[config.mk]
export PLATFORM = sky130hd
export DESIGN_NAME = tmr8_top
export DESIGN_NICKNAME = d
export VERILOG_FILES = /design/src/rtl/tmr8_pkg.sv /design/src/rtl/tmr8_prescale.sv /design/src/rtl/tmr8_core.sv /design/src/rtl/tmr8_regs.sv /design/src/rtl/tmr8_top.sv
export SDC_FILE = /design/constraint.sdc
export NUM_CORES = 1
export LEC_CHECK = 0
export BUFFER_PORTS_ARGS = -buffer_cell sky130_fd_sc_hd__buf_2
export CAP_MARGIN = 10
export CORE_MARGIN = 3
export CORE_UTILIZATION = 50
export CTS_CLUSTER_SIZE = 8
export DETAILED_ROUTE_END_ITERATION = 12
export PLACE_DENSITY = 0.7
export SETUP_SLACK_MARGIN = 0.15
export SYNTH_ARGS = -nofsm -noshare
export SYNTH_HDL_FRONTEND = slang
export SYNTH_SLANG_ARGS = --single-unit
[constraint.sdc]
create_clock -name clk -period 2.06 [get_ports clk]
set_clock_uncertainty 0.05 [all_clocks]
set_input_delay 0.103 -clock clk [delete_from_list [all_inputs] [get_ports clk]]
set_output_delay 0.103 -clock clk [all_outputs]
set_load 0.05 [all_outputs]
[src/rtl/tmr8_pkg.sv]
package tmr8_pkg;
    localparam int CNT_W = 8;
    localparam int SEL_W = 3;
    localparam int PRE_W = 1 << SEL_W;
    localparam int ADDR_W = 2;

    localparam logic [ADDR_W-1:0] A_CLK  = 2'd0;
    localparam logic [ADDR_W-1:0] A_CTRL = 2'd1;
    localparam logic [ADDR_W-1:0] A_RLD  = 2'd2;
    localparam logic [ADDR_W-1:0] A_CNT  = 2'd3;

    localparam int B_RUN  = 0;
    localparam int B_PSET = 1;
    localparam int B_OEN  = 2;
    localparam int B_CEN  = SEL_W;

    typedef struct packed {
        logic [SEL_W-1:0] sel;
        logic             clk_en;
        logic             run;
        logic             out_en;
        logic [CNT_W-1:0] reload;
        logic [CNT_W-1:0] snap;
    } regs_t;

    typedef struct packed {
        logic [PRE_W-1:0] cnt;
        logic             tick;
    } pre_t;

    typedef struct packed {
        logic [CNT_W-1:0] count;
        logic             uf;
        logic             tog;
    } core_t;
endpackage

[src/rtl/tmr8_prescale.sv]
module tmr8_prescale
    import tmr8_pkg::*;
#(
    parameter int SW = SEL_W,
    localparam int PW = 1 << SW
) (
    input  logic          clk,
    input  logic          rst_n,
    input  logic [SW-1:0] sel,
    input  logic          enable,
    output logic          tick
);
    logic [PW-1:0] cnt_d, cnt_q;
    logic          tick_d, tick_q;

    always_comb begin
        cnt_d  = cnt_q + 1'b1;
        // rising edge of the selected divider bit
        tick_d = enable && !cnt_q[sel] && cnt_d[sel];
    end

    always_ff @(posedge clk or negedge rst_n) begin
        if (!rst_n) begin
            cnt_q  <= '0;
            tick_q <= 1'b0;
        end else begin
            cnt_q  <= cnt_d;
            tick_q <= tick_d;
        end
    end

    assign tick = tick_q;
endmodule

[src/rtl/tmr8_core.sv]
module tmr8_core
    import tmr8_pkg::*;
#(
    parameter int W = CNT_W
) (
    input  logic         clk,
    input  logic         rst_n,
    input  logic         tick,
    input  logic         run,
    input  logic         preset,
    input  logic [W-1:0] reload,
    output logic [W-1:0] count,
    output logic         uf,
    output logic         tog
);
    logic [W-1:0] count_d, count_q;
    logic         uf_d, uf_q;
    logic         tog_d, tog_q;

    always_comb begin
        count_d = count_q;
        uf_d    = 1'b0;
        tog_d   = tog_q;
        if (preset) begin
            count_d = reload;
        end else if (run && tick) begin
            if (count_q == '0) begin
                count_d = reload;
                uf_d    = 1'b1;
                tog_d   = !tog_q;
            end else begin
                count_d = count_q - 1'b1;
            end
        end
    end

    always_ff @(posedge clk or negedge rst_n) begin
        if (!rst_n) begin
            count_q <= '1;
            uf_q    <= 1'b0;
            tog_q   <= 1'b0;
        end else begin
            count_q <= count_d;
            uf_q    <= uf_d;
            tog_q   <= tog_d;
        end
    end

    assign count = count_q;
    assign uf    = uf_q;
    assign tog   = tog_q;
endmodule

[src/rtl/tmr8_regs.sv]
module tmr8_regs
    import tmr8_pkg::*;
(
    input  logic              clk,
    input  logic              rst_n,
    input  logic [ADDR_W-1:0] addr,
    input  logic [CNT_W-1:0]  wdata,
    input  logic              we,
    input  logic              re,
    output logic [CNT_W-1:0]  rdata,
    input  logic [CNT_W-1:0]  count,
    output logic [SEL_W-1:0]  sel,
    output logic              clk_en,
    output logic              run,
    output logic              out_en,
    output logic              preset,
    output logic [CNT_W-1:0]  reload
);
    regs_t r_d, r_q;
    logic  cnt_read;

    always_comb begin
        r_d      = r_q;
        cnt_read = re && (addr == A_CNT);
        preset   = we && (addr == A_CTRL) && wdata[B_PSET];
        if (we) begin
            unique case (addr)
                A_CLK: begin
                    r_d.sel    = wdata[SEL_W-1:0];
                    r_d.clk_en = wdata[B_CEN];
                end
                A_CTRL: begin
                    r_d.run    = wdata[B_RUN];
                    r_d.out_en = wdata[B_OEN];
                end
                A_RLD:   r_d.reload = wdata;
                default: ;
            endcase
        end
        if (!cnt_read) r_d.snap = count;

        rdata = '0;
        unique case (addr)
            A_CLK: begin
                rdata[SEL_W-1:0] = r_q.sel;
                rdata[B_CEN]     = r_q.clk_en;
            end
            A_CTRL: begin
                rdata[B_RUN] = r_q.run;
                rdata[B_OEN] = r_q.out_en;
            end
            A_RLD:   rdata = r_q.reload;
            default: rdata = r_q.snap;
        endcase
    end

    always_ff @(posedge clk or negedge rst_n) begin
        if (!rst_n) begin
            r_q.sel    <= '0;
            r_q.clk_en <= 1'b0;
            r_q.run    <= 1'b0;
            r_q.out_en <= 1'b0;
            r_q.reload <= '1;
            r_q.snap   <= '1;
        end else begin
            r_q <= r_d;
        end
    end

    assign sel    = r_q.sel;
    assign clk_en = r_q.clk_en;
    assign run    = r_q.run;
    assign out_en = r_q.out_en;
    assign reload = r_q.reload;
endmodule

[src/rtl/tmr8_top.sv]
module tmr8_top
    import tmr8_pkg::*;
(
    input  logic              clk,
    input  logic              rst_n,
    input  logic [ADDR_W-1:0] bus_addr,
    input  logic [CNT_W-1:0]  bus_wdata,
    input  logic              bus_we,
    input  logic              bus_re,
    output logic [CNT_W-1:0]  bus_rdata,
    output logic              uf_pulse,
    output logic              tmr_out
);
    logic [SEL_W-1:0] sel;
    logic             clk_en, run, out_en, preset, tick, tog;
    logic [CNT_W-1:0] reload, count;

    tmr8_regs u_regs (
        .clk(clk), .rst_n(rst_n), .addr(bus_addr), .wdata(bus_wdata),
        .we(bus_we), .re(bus_re), .rdata(bus_rdata), .count(count),
        .sel(sel), .clk_en(clk_en), .run(run), .out_en(out_en),
        .preset(preset), .reload(reload)
    );

    tmr8_prescale #(.SW(SEL_W)) u_pre (
        .clk(clk), .rst_n(rst_n), .sel(sel), .enable(clk_en), .tick(tick)
    );

    tmr8_core #(.W(CNT_W)) u_core (
        .clk(clk), .rst_n(rst_n), .tick(tick), .run(run), .preset(preset),
        .reload(reload), .count(count), .uf(uf_pulse), .tog(tog)
    );

    assign tmr_out = out_en & tog;
endmodule

==> flow_metrics.tcl <==
set metrics [dict create \
    outcome "finished clean" \
    num_vias 1619 \
    clk_path_buf_depth 2 \
    clockRootBuffer "clkbuf_8" \
    p_sw_uw 987 \
    post-synth-top-area-cell "dfstp_2" \
    synth_area_leaders "dfstp_2, dfrtp_1, mux2_2, mux2i_1, mux4_2" \
    ir_worst_vdd_mv 0.594 \
    hold-path-cell-count 2 \
    h-tree-depth 2 \
    fill_cells 322 \
    synth_top_area_share 0.286 \
    synth_seq_cells 41 \
    nets 238 \
    final_max_slew_viol_count 0 \
    dr.pass1.iters 4 \
    multiInputGateArea_um2 1090 \
    num_antenna_cells 0 \
    cts_tree "yes" \
    rr_worst_depth 6 \
    gr-usage-all-layers 0.195 \
    worstHoldPathType "input port to flop" \
    dp_cells 258 \
    core-area_um2 4120 \
    ys_seq_area_frac 0.480 \
    grt_overflow_total 0 \
    drc 0 \
    worstSetupPathType "flop to flop" \
    drtIter0Drc 68 \
    routed_wirelength_um 4620 \
    syn-num-nets 204 \
    required_ns 2.25 \
    io_buffer_count 23 \
    clk_latency_ns 0.30 \
    dieHeight_um 72.4 \
    yosys_warnings 0 \
    worst_pin_slew_ns 0.874 \
    combPwrFrac 0.289 \
    synth_enable_flop_cells 0 \
    routabilityCongestion 0.874 \
    grt_max_degree 42 \
    fin_tns_setup_ns 0 \
    whs_ns 0.00812 \
    critical_path.slowest_cell "dfstp_2" \
    hpwl_um 3360 \
    worstPathMaxFanout 9 \
    endpoint_kind "flop" \
    ys_types 50 \
    synth_flop_cell "dfstp_2" \
    critical_path.max_stage_delay_ns 0.54 \
    start_util 0.535 \
    pwr-share-seq 0.481 \
    layout_common_cells "dfstp_2, mux2_2, buf_2" \
    hold_violations 0 \
    wl_per_cell_um 17.0 \
    max-slew-margin-rel 0.417 \
    p_int_uw 1930 \
    area.growth.synth_to_final_pct 15.9 \
    drive_gt1_frac 0.419 \
    die_area_um2 5240 \
    p_sw_frac 0.339 \
    timing.final.crit_share 0.856 \
    row_count 23 \
    grt_pass1_wl_um 7710 \
    leakage_uw 0.00106 \
    synthesis.instances 187 \
    die_x_um 72.4 \
    finalPower_uw 2920 \
    post-route-min-period_ns 1.76 \
    clk_pin_slew_ns 0.08 \
    setup_viol 0 \
    cp-start-kind "flop" \
    via_per_inst 5.95 \
    final-instance-count-excl-fill 272 \
    regArea_um2 1060 \
    syn_avg_cell_area_um2 11.8 \
    layout_commonest_cell "dfstp_2" \
    synth_async_sr_flop_share 1.00 \
    arrival_ns 1.96 \
    grt_pass1_vias 1591 \
    ios 24 \
    cts_buffers 5 \
    postRouteAntennaNets 0 \
    clock_sinks 41 \
    path_cells "inv_1, ha_1, a31oi_4, buf_4, o21ai_2, o2bb2a_1" \
    antenna_found_initial 0 \
    netlist_area_um2 2200 \
    rsz0062_at_grt "no" \
    clkPwrFrac 0.231 \
    fmax_ghz 0.567 \
    final_util 0.620 \
    drv_cap 0 \
    cts_setup_buffers 0 \
    power_density_nw_per_um2 1140 \
]
-- cells in the mapped netlist (all sizes together) (3+ instances only) --
library cell and number:
a21oi 7, dfstp 24, nand2 14, mux2i 7, buf 3, inv 7, mux2 23, xnor2 3
nor2b 6, mux4 3, dfrtp 17, a31oi 3, nand3 4, nand4 4, o2bb2a 3, nor2 6
ha 3, o21ai 10, nor3 5
-- logic make-up after synthesis --
family	share of synthesized area
XOR/XNOR	0.0199
buffers and inverters	0.0278
AND/OR/NAND/NOR	0.148
flip-flops	0.480
adder cells (fa/ha/maj)	0.0170
AO/OA/AOI/OAI	0.128
multiplexers	0.180
-- area by class of cell --
cell class / instances / share of cell area
multi-input cells: 134 / 0.428
flip-flops and latches: 41 / 0.414
repair buffers: 32 / 0.0775
clock buffers: 7 / 0.0338
well taps: 50 / 0.0245
clock inverters: 1 / 0.0118
inverters: 7 / 0.0103
-- critical path, delay by kind of cell, from the launching register on --
family                   cells  cell delay, ns
AO/OA/AOI/OAI                3            0.58
flip-flops                   1            0.54
buffers and inverters        2            0.28
adder cells (fa/ha/maj)      1            0.26
-- layer usage --
| layer | up-vias | routed length [um] | track usage |
|---|---|---|---|
| li1 | 761 | - | - |
| met1 | 795 | 2130 | 0.264 |
| met2 | 56 | 2120 | 0.292 |
| met3 | 7 | 270 | 0.0402 |
| met4 | 0 | 95 | 0.106 |
| met5 | - | 0 | 0 |
-- sequential cells by signal, summed over array words and instances, names as in the netlist --
register	cells
u_regs.out_en	1
u_pre.cnt_q	8
u_regs.reload	8
u_regs.r_q	8
u_core.tog	1
u_core.count	8
u_regs.sel	3
u_core.uf	1
u_regs.run	1
u_regs.clk_en	1
u_pre.tick	1
-- final timing paths --
kind / startpoint / to / slack, ns
min in group asynchronous: rst_n / u_core.uf$_DFF_PN0_ / 0.40
worst min register to register: u_core.tog$_DFFE_PN0P_ / u_core.tog$_DFFE_PN0P_ / 0.41
max in group asynchronous: rst_n / u_pre.cnt_q[5]$_DFF_PN0_ / 1.01
worst max register to register: u_core.count[0]$_DFFE_PN1P_ / u_core.count[7]$_DFFE_PN1P_ / 0.30
worst min-delay path: bus_wdata[3] / u_regs.clk_en$_DFFE_PN0P_ / 0.008
worst max-delay path: u_core.count[0]$_DFFE_PN1P_ / u_core.count[7]$_DFFE_PN1P_ / 0.30
-- power groups by stage --
stage / Combinational (uW) / Sequential [uW] / Clock (uW)
global route: 921 / 1440 / 726
finish: 842 / 1400 / 673
detailed placement: 823 / 1420 / 0
CTS: 836 / 1400 / 690
global placement: 798 / 1400 / 0
floorplan: 705 / 1300 / 0
-- metrics by stage --
stage	cell area (um2)	setup WS (ns)
2_1_floorplan	2200	0.464
3_3_place_gp	2370	0.248
3_5_place_dp	2370	0.200
4_1_cts	2540	0.182
5_1_grt	2550	0.199
6_report	2550	0.296
-- timing repair --
item | CTS | global route
hold buffers | 6 | 0
resized for setup | 0 | 1
setup endpoints to repair | 0 | 5
endpoints found under the hold margin | 22 | 0
Note: power is estimated with default switching activity, not from simulation.
